File: config.mk
export PLATFORM = sky130hd
export DESIGN_NAME = fsk_tx_serializer
export DESIGN_NICKNAME = d
export VERILOG_FILES = /design/src/rtl/fsk_ser_pkg.sv /design/src/rtl/fsk_baud_tick.sv /design/src/rtl/fsk_host_regs.sv /design/src/rtl/fsk_char_shifter.sv /design/src/rtl/fsk_tx_serializer.sv
export SDC_FILE = /design/constraint.sdc
export NUM_CORES = 1
export LEC_CHECK = 0
export BUFFER_PORTS_ARGS = -buffer_cell sky130_fd_sc_hd__buf_4
export CAP_MARGIN = 15
export CORE_ASPECT_RATIO = 0.5
export CORE_UTILIZATION = 55
export DETAILED_ROUTE_END_ITERATION = 10
export PLACE_DENSITY = 0.75
export SYNTH_ARGS = -nofsm -noshare
export SYNTH_HDL_FRONTEND = slang
export SYNTH_SLANG_ARGS = --single-unit
File: constraint.sdc
create_clock -name clk -period 2.4 [get_ports clk]
set_input_delay 0.48 -clock clk [delete_from_list [all_inputs] [get_ports clk]]
set_output_delay 0.48 -clock clk [all_outputs]
set_load 0.02 [all_outputs]
File: src/rtl/fsk_ser_pkg.sv
package fsk_ser_pkg;

    localparam int BYTE_W     = 8;
    localparam int FRAMED_LEN = 10;
    localparam int RAW_LEN    = 8;
    localparam int IDX_W      = 4;
    localparam int MODE_BIT   = 1;

    typedef enum logic {
        MODE_RAW    = 1'b0,
        MODE_FRAMED = 1'b1
    } tx_mode_e;

    typedef enum logic {
        SH_IDLE = 1'b0,
        SH_RUN  = 1'b1
    } sh_state_e;

    typedef enum logic {
        ADDR_DATA  = 1'b0,
        ADDR_SETUP = 1'b1
    } host_addr_e;

    typedef struct packed {
        logic       underflow;
        logic       ready;
        logic [5:0] rsvd;
    } tx_status_t;

    // Index of the last bit slot of a character in the given mode
    function automatic logic [IDX_W-1:0] last_slot(input tx_mode_e m);
        return (m == MODE_FRAMED) ? IDX_W'(FRAMED_LEN - 1) : IDX_W'(RAW_LEN - 1);
    endfunction

    // Line level for slot idx of a character carrying byte b
    function automatic logic slot_level(input tx_mode_e m,
                                        input logic [BYTE_W-1:0] b,
                                        input logic [IDX_W-1:0] idx);
        logic lvl;
        if (m == MODE_FRAMED) begin
            if (idx == '0)
                lvl = 1'b0;
            else if (idx >= IDX_W'(FRAMED_LEN - 1))
                lvl = 1'b1;
            else
                lvl = b[3'(idx - 1'b1)];
        end else begin
            lvl = b[3'(idx)];
        end
        return lvl;
    endfunction

endpackage

File: src/rtl/fsk_baud_tick.sv
module fsk_baud_tick
    import fsk_ser_pkg::*;
#(
    parameter int CLK_DIV = 40000
) (
    input  logic clk,
    input  logic rst,
    output logic tick
);
    localparam int CNT_W = (CLK_DIV > 1) ? $clog2(CLK_DIV) : 1;
    localparam logic [CNT_W-1:0] CNT_TOP = CNT_W'(CLK_DIV - 1);

    logic [CNT_W-1:0] cnt;

    always_ff @(posedge clk) begin
        if (rst)
            cnt <= '0;
        else if (cnt == CNT_TOP)
            cnt <= '0;
        else
            cnt <= cnt + 1'b1;
    end

    assign tick = (cnt == CNT_TOP);


    tick_wrap_chk: assert property (@(posedge clk) disable iff (rst)
        tick |=> (cnt == '0));
endmodule

File: src/rtl/fsk_host_regs.sv
module fsk_host_regs
    import fsk_ser_pkg::*;
(
    input  logic              clk,
    input  logic              rst,
    input  logic              wr,
    input  logic              addr,
    input  logic [BYTE_W-1:0] wdata,
    input  logic              stat_rd,
    input  logic              load,
    input  logic              uf_evt,
    output logic [BYTE_W-1:0] hold_byte,
    output tx_mode_e          mode,
    output logic              ready,
    output tx_status_t        status
);
    logic underflow;
    logic data_wr;
    logic setup_wr;

    assign data_wr  = wr && (addr == ADDR_DATA);
    assign setup_wr = wr && (addr == ADDR_SETUP);

    always_ff @(posedge clk) begin
        if (rst) begin
            hold_byte <= '0;
            mode      <= MODE_FRAMED;
            ready     <= 1'b1;
            underflow <= 1'b0;
        end else begin
            if (data_wr)
                hold_byte <= wdata;
            if (setup_wr)
                mode <= tx_mode_e'(wdata[MODE_BIT]);
            if (data_wr)
                ready <= 1'b0;
            else if (load)
                ready <= 1'b1;
            if (uf_evt)
                underflow <= 1'b1;
            else if (stat_rd)
                underflow <= 1'b0;
        end
    end

    always_comb begin
        status           = '0;
        status.underflow = underflow;
        status.ready     = ready;
    end


    wr_drops_ready_chk: assert property (@(posedge clk) disable iff (rst)
        data_wr |=> !ready);


    uf_sticky_chk: assert property (@(posedge clk) disable iff (rst)
        (underflow && !stat_rd) |=> underflow);


    uf_clear_chk: assert property (@(posedge clk) disable iff (rst)
        (stat_rd && !uf_evt) |=> !underflow);
endmodule

File: src/rtl/fsk_char_shifter.sv
module fsk_char_shifter
    import fsk_ser_pkg::*;
(
    input  logic              clk,
    input  logic              rst,
    input  logic              tick,
    input  tx_mode_e          mode,
    input  logic              fresh,
    input  logic [BYTE_W-1:0] hold_byte,
    output logic              load,
    output logic              reload,
    output logic              uf_evt,
    output logic              tx_bit
);
    sh_state_e         state;
    tx_mode_e          cur_mode;
    logic [BYTE_W-1:0] cur_byte;
    logic [IDX_W-1:0]  idx;
    logic [IDX_W-1:0]  nidx;
    logic              at_end;

    assign at_end = (state == SH_RUN) && (idx == last_slot(cur_mode));
    assign nidx   = idx + 1'b1;
    assign load   = tick && fresh && ((state == SH_IDLE) || at_end);
    assign reload = tick && at_end && !fresh && (mode == MODE_RAW);
    assign uf_evt = tick && at_end && !fresh;

    always_ff @(posedge clk) begin
        if (rst) begin
            state    <= SH_IDLE;
            cur_mode <= MODE_FRAMED;
            cur_byte <= '0;
            idx      <= '0;
            tx_bit   <= 1'b1;
        end else if (load || reload) begin
            state    <= SH_RUN;
            cur_mode <= mode;
            cur_byte <= hold_byte;
            idx      <= '0;
            tx_bit   <= slot_level(mode, hold_byte, '0);
        end else if (tick && at_end) begin
            state  <= SH_IDLE;
            tx_bit <= 1'b1;
        end else if (tick && (state == SH_RUN)) begin
            idx    <= nidx;
            tx_bit <= slot_level(cur_mode, cur_byte, nidx);
        end
    end


    bit_hold_chk: assert property (@(posedge clk) disable iff (rst)
        !tick |=> $stable(tx_bit));


    idle_mark_chk: assert property (@(posedge clk) disable iff (rst)
        (state == SH_IDLE) |-> tx_bit);


    raw_first_chk: assert property (@(posedge clk) disable iff (rst)
        ((load || reload) && (mode == MODE_RAW)) |=> (tx_bit == $past(hold_byte[0])));
endmodule

File: src/rtl/fsk_tx_serializer.sv
module fsk_tx_serializer
    import fsk_ser_pkg::*;
#(
    parameter int CLK_DIV = 40000
) (
    input  logic              clk,
    input  logic              rst,
    input  logic              host_wr,
    input  logic              host_addr,
    input  logic [BYTE_W-1:0] host_wdata,
    input  logic              host_stat_rd,
    output logic [BYTE_W-1:0] host_status,
    output logic              tx_bit
);
    logic              tick;
    logic              load;
    logic              reload;
    logic              uf_evt;
    logic              ready;
    logic [BYTE_W-1:0] hold_byte;
    tx_mode_e          mode;
    tx_status_t        status;

    fsk_baud_tick #(.CLK_DIV(CLK_DIV)) u_tick (
        .clk  (clk),
        .rst  (rst),
        .tick (tick)
    );

    fsk_host_regs u_regs (
        .clk       (clk),
        .rst       (rst),
        .wr        (host_wr),
        .addr      (host_addr),
        .wdata     (host_wdata),
        .stat_rd   (host_stat_rd),
        .load      (load),
        .uf_evt    (uf_evt),
        .hold_byte (hold_byte),
        .mode      (mode),
        .ready     (ready),
        .status    (status)
    );

    fsk_char_shifter u_shift (
        .clk       (clk),
        .rst       (rst),
        .tick      (tick),
        .mode      (mode),
        .fresh     (!ready),
        .hold_byte (hold_byte),
        .load      (load),
        .reload    (reload),
        .uf_evt    (uf_evt),
        .tx_bit    (tx_bit)
    );

    assign host_status = status;


    framed_start_chk: assert property (@(posedge clk) disable iff (rst)
        (load && (mode == MODE_FRAMED)) |=> !tx_bit);


    resend_flags_uf_chk: assert property (@(posedge clk) disable iff (rst)
        reload |=> host_status[7]);


    status_rsvd_chk: assert property (@(posedge clk) disable iff (rst)
        host_status[5:0] == 6'd0);
endmodule

# After elaboration in Yosys (flattened, before gate mapping)
# Index checks and enable logic that the tools add are counted.
# Widths: inputs -> output; s select.
[classes]
n_eq_ne = 2
addsub = 3
reduce_logical = 20
muxes = 18
bitwise = 4
order_cmp = 3
[ops]
columns = ["op", "count"]
rows = [
  ["$add 16x1->16 const B", 1],
  ["$eq 16x16->1 const B", 1],
  ["$mux 1", 15],
  ["$logic_and 1x1->1", 9],
  ["$lt 3x4->1 const B", 2],
  ["$bmux 1 s3", 2],
  ["$reduce_bool 2->1", 3],
  ["$add 4x1->4 const B", 1],
  ["$eq 4x4->1", 1],
  ["$ge 4x4->1 const B", 1],
  ["$logic_not 4->1", 1],
  ["$mux 4", 1],
  ["$not 1->1", 4],
  ["$reduce_or 2->1", 2],
  ["$reduce_bool 3->1", 1],
  ["$sub 3x1->3 const B", 1],
  ["$logic_or 1x1->1", 2],
  ["$reduce_and 2->1", 1],
  ["$logic_not 1->1", 1],
]
[totals]
in_bits = 13
reg_bits = 42
out_inout_bits = 9
wordCells = 60

# Logic depth before layout (Yosys ltp)
[logic_depth]
word_depth = 10
mapped_depth = 8
mapped_depth_nobuf = 7

# By module
# A second synthesis with hierarchy kept.
[hier_totals]
hier_cells = 233
area_unflattened_um2 = 2224.6
[by_module_without_submodules]
columns = ["module", "seq_area_each_um2", "cells_per_inst", "area_per_inst_um2", "instances"]
rows = [
  ["fsk_char_shifter", 300.3, 96, 949.7, 1],
  ["fsk_baud_tick", 320.3, 80, 723.2, 1],
  ["fsk_host_regs", 220.2, 56, 548.0, 1],
  ["fsk_tx_serializer", 0.0, 1, 3.8, 1],
]

# Worst setup path before layout
# OpenSTA, ideal clock, no wires.
[synth_path]
kind = "register to register"
from = "register u_shift.idx[0]"
to = "register u_shift.tx_bit"
setup_time_ns = 0.127
path_stages_with_launch = 8
period_less_slack_ns = 2.202
setup_slack_ns = 0.198
path_buffers = 1
t_arrival_ns = 2.075
t_required_ns = 2.273
path_cell_list = "dfxtp_1 -> clkbuf_1 -> inv_1 -> ha_1 -> mux4_2 -> a211oi_1 -> a221o_1 -> a22oi_1"
[synth_between]
elab_chain_cells = 10
elab_cells_between_ends = 23
classes_between = "add/sub (2); order compare (1); eq/ne (1); mux (10); reduce/logical (9)"
[synth_lines]
columns = ["item", "line", "text"]
rows = [
  ["start: declaration", "fsk_char_shifter.sv:18", "logic [IDX_W-1:0] idx;"],
  ["start signal: assignment", "fsk_char_shifter.sv:45", "idx <= nidx;"],
  ["$add 4x1->4 *", "fsk_char_shifter.sv:23", "assign nidx = idx + 1'b1;"],
  ["net u_shift.nidx[0]", "fsk_char_shifter.sv:19", "logic [IDX_W-1:0] nidx;"],
  ["$sub 3x1->3", "fsk_ser_pkg.sv:46", "lvl = b[3'(idx - 1'b1)];"],
  ["$bmux 1 s3", "fsk_ser_pkg.sv:46", ""],
  ["$mux 1 (not written as such)", "fsk_ser_pkg.sv:46", ""],
  ["$mux 1", "fsk_ser_pkg.sv:43", "else if (idx >= IDX_W'(FRAMED_LEN - 1))"],
  ["$mux 1", "fsk_ser_pkg.sv:41", "if (idx == '0)"],
  ["$mux 1 *", "fsk_ser_pkg.sv:40", "if (m == MODE_FRAMED) begin"],
  ["$mux 1 *", "fsk_char_shifter.sv:44", "end else if (tick && (state == SH_RUN)) begin"],
  ["$mux 1 *", "fsk_char_shifter.sv:41", "end else if (tick && at_end) begin"],
  ["$mux 1 *", "fsk_char_shifter.sv:35", "end else if (load || reload) begin"],
  ["end signal: assignment", "fsk_char_shifter.sv:40", "tx_bit <= slot_level(mode, hold_byte, '0);"],
  ["end signal: assignment", "fsk_char_shifter.sv:46", "tx_bit <= slot_level(cur_mode, cur_byte, nidx);"],
  ["end: declaration", "fsk_char_shifter.sv:13", "output logic tx_bit"],
]
# The timed path passes the listed nets; every way through them passes the cells marked *. The select of a mux whose other input is x is not followed.
# A chain may end at the register's enable or synchronous reset.

# Final worst setup path
[layout_path]
from = "register u_shift.idx[1]"
to = "register u_shift.cur_byte[1]"
[layout_between]
elab_chain_cells = 6
elab_cells_between_ends = 8
classes_between = "eq/ne (1); reduce/logical (7)"
[layout_lines]
columns = ["item", "line", "text"]
rows = [
  ["$eq 4x4->1 *", "fsk_char_shifter.sv:22", "assign at_end = (state == SH_RUN) && (idx == last_slot(cur_mode));"],
  ["$logic_and 1x1->1 *", "fsk_char_shifter.sv:22", ""],
  ["$logic_and 1x1->1 (3 in series)", "fsk_char_shifter.sv:25", "assign reload = tick && at_end && !fresh && (mode == MODE_RAW);"],
  ["$logic_or 1x1->1 *", "fsk_char_shifter.sv:35", ""],
  ["end signal: assignment", "fsk_char_shifter.sv:38", "cur_byte <= hold_byte;"],
  ["end: declaration", "fsk_char_shifter.sv:17", "logic [BYTE_W-1:0] cur_byte;"],
]
# Every way passes the cells marked *; elsewhere a longest branch is shown, timed or not.

==> impl_metrics.tcl <==
set metrics [dict create \
    antenna_cells 0 \
    finClkSkew_ns 0.00255 \
    ant_nets 0 \
    synth_area_um2 2000 \
    clk_latency_ns 0.30 \
    finalNetCount 255 \
    synth_top_cell_area_share_pct 42.1 \
    numCtsBuffers 5 \
    gp_congestion 0.779 \
    grt_pass1_vias 1447 \
    core_um2 3450 \
    vias 1573 \
    synth_area_leaders "dfxtp_1 42%, nor2_1 5.6%, nand2_1 5.1%, mux2i_1 5.0%, mux4_2 4.5%" \
    slowest_delay_ns 0.48 \
    worstReg2RegStart "u_shift.idx[1]" \
    synth_warnings 0 \
    cp-end-kind "flop" \
    final-seq-area_um2 841 \
    cts_buffer_depth 2 \
    setup_viol 0 \
    io_buffers 15 \
    ir_drop_mv 0.359 \
    rr_worst_depth 6 \
    rows 15 \
    die_w_um 87.3 \
    grt.overflow.total 0 \
    drcViolationCount 0 \
    whs_path_depth 3 \
    synth_top_area_cell "dfxtp_1" \
    hpwlAfterDp_um 2660 \
    slew_violations 0 \
    die_area_um2 3900 \
    power_mw 1.47 \
    hold_class "primary input to flop" \
    hp-start "host_wdata[7]" \
    period_share_pct 91.7 \
    first_iter_violations 89 \
    yosysUniqueCellTypes 43 \
    synth_ff_type "dfxtp_1" \
    cts.sinks 42 \
    fp.dieH_um 44.6 \
    fin_tns_setup_ns 0 \
    synth-edff-count 0 \
    post-cts-setup-buffers 0 \
    startpoint_type "flop" \
    crit_type "flop to flop" \
    async_flop_share_pct 0 \
    worst_pin_slew_ns 0.630 \
    grt_pass1_wl_um 6570 \
    reg2reg_to "u_shift.cur_byte[1]" \
    multi_input_area_um2 1070 \
    ys_seq_area_share_pct 42.1 \
    crit_fanout 11 \
    ys_ff_latch 42 \
    via_per_inst 5.42 \
    drt_wl_total_um 3870 \
    crit_start "u_shift.idx[1]" \
    clk_pin_slew_ns 0.08 \
    cts-root-buf "clkbuf_8" \
    cp.arrival_ns 2.39 \
    max_cap_violations 0 \
    h-tree-depth 2 \
    outcome "finished, final reports clean" \
    fin_crit_ns 2.20 \
    holdPathEnd "u_regs.hold_byte[7]" \
    grt_max_degree 27 \
    wl_per_cell_um 13.3 \
    cp_slowest_cell "dfxtp_1" \
    area_growth_pct 13.8 \
    relSlewSlack_pct 57.9 \
    hold_viol_final 0 \
    ios 22 \
    rsz0062_at_grt "no" \
    dr.pass1.iters 4 \
    cp.required_ns 2.59 \
    avgSynthCellArea_um2 8.85 \
    leakage_nw 0.874 \
    fmax_ghz 0.454 \
    layout-drive-gt1-share_pct 15.1 \
    r2r_setup_slack_ns 0.20 \
    worstPathCellList "nor4bb_2, o21ai_2, a2111oi_2, buf_4, mux2i_1, nor2_1" \
    cts_tree "yes" \
    synthCells 226 \
    fill_cells 293 \
    antenna_found_initial 0 \
    initial_core_util_pct 57.9 \
    grt_use_total_pct 22.5 \
    powerDensity_nw_per_um2 648 \
]
-- cell usage in the layout, fill, tap and decap left out, types with 2 or more instances in the layout --
| cell type | Yosys | final |
|---|---|---|
| and3_1 | 4 | 4 |
| nor2b_1 | 2 | 2 |
| nor3_1 | 2 | 2 |
| nand2_1 | 27 | 27 |
| clkbuf_8 | 0 | 6 |
| a21oi_1 | 15 | 15 |
| nand4_1 | 2 | 2 |
| buf_4 | 8 | 17 |
| or3_1 | 2 | 2 |
| or2_2 | 2 | 2 |
| o21ai_0 | 4 | 4 |
| bufinv_16 | 0 | 2 |
| nand2b_1 | 4 | 4 |
| mux4_2 | 4 | 4 |
| nand3_1 | 6 | 6 |
| nor2_1 | 30 | 30 |
| ha_1 | 4 | 4 |
| inv_1 | 9 | 9 |
| conb_1 | 1 | 6 |
| xnor2_1 | 9 | 9 |
| dfxtp_1 | 42 | 42 |
| xor2_1 | 10 | 10 |
| mux2i_1 | 10 | 10 |
-- routing by layer --
metal  up-vias  global-route usage [%]  part of all wire (%)  routed length [um]
met5         -                       0                     0                   0
li1        775                       -                     -                   -
met3         5                    5.41                   2.8                 110
met1       772                    28.3                    47                1810
met2        21                    38.4                    49                1900
met4         0                    8.52                   1.2                  48
-- flip-flops by register name, indices dropped and copies added, names as in the netlist --
register          cells
u_regs.mode           1
u_shift.idx           4
u_shift.cur_mode      1
u_regs.ready          1
u_regs.hold_byte      8
u_shift.cur_byte      8
u_shift.state         1
u_regs.underflow      1
u_tick.cnt           16
u_shift.tx_bit        1
-- cell families after synthesis --
logic type	after synthesis	synth area share [%]
other	1	0.188
AND/OR/NAND/NOR	89	21.4
multiplexers	14	9.51
XOR/XNOR	19	8.32
adder cells (fa/ha/maj)	4	2.50
buffers and inverters	26	6.51
AO/OA/AOI/OAI	31	9.51
flip-flops	42	42.1
-- final cells by class --
class	count	share of cell area, %
inverters	9	1.48
repair buffers	17	5.61
clock inverters	2	2.64
clock buffers	6	3.63
multi-input cells	163	46.9
flip-flops and latches	42	36.9
well taps	51	2.80
-- repair_timing --
| action | 4_1_cts | 5_1_grt |
|---|---|---|
| setup endpoints to repair | 0 | 11 |
| gates resized for setup | 0 | 3 |
| hold buffers | 0 | 0 |
-- critical path, delay by kind of cell, from the launching register on --
family,cells,cell delay [ns]
AOI/OAI and AO/OA,2,0.56
buffers and inverters,1,0.27
DFF,1,0.48
muxes,1,0.25
and+or+nand+nor,2,0.53
-- report_power, final --
group	leakage (nW)	switching (mW)	total (mW)	internal, mW
sequential	0.340	0.00866	0.717	0.709
combinational	0.462	0.0414	0.0687	0.0273
clock	0.0714	0.245	0.688	0.444
-- cells in the mapped netlist, types with 4 or more instances --
cell,n
a21oi_1,15
and3_1,4
buf_4,8
clkbuf_1,6
dfxtp_1,42
ha_1,4
inv_1,9
mux2i_1,10
mux4_2,4
nand2_1,27
nand2b_1,4
nand3_1,6
nor2_1,30
o21ai_0,4
xnor2_1,9
xor2_1,10
-- stage by stage --
step	setup WS [ns]	utilization (%)	area (um2)	instances	hold WS, ns
after floorplan	0.198	-	2020	231	0.418
after global placement	0.226	61.4	2120	282	0.430
after detailed placement	0.165	61.4	2120	282	0.439
after CTS	0.105	65.5	2260	290	0.414
after global routing	0.0413	65.9	2280	290	0.432
final	0.199	65.9	2280	290	0.425
-- worst max path at each step --
stage	to	slack (ns)	depth (start not counted)
floorplan	u_shift.tx_bit	0.20	7
global placement	u_shift.idx[3]	0.23	6
detailed placement	u_shift.idx[3]	0.16	6
CTS	u_shift.idx[3]	0.11	6
global route	u_shift.idx[3]	0.04	6
finish	u_shift.cur_byte[1]	0.20	6
No activity file was read; power rests on OpenSTA's default activity.
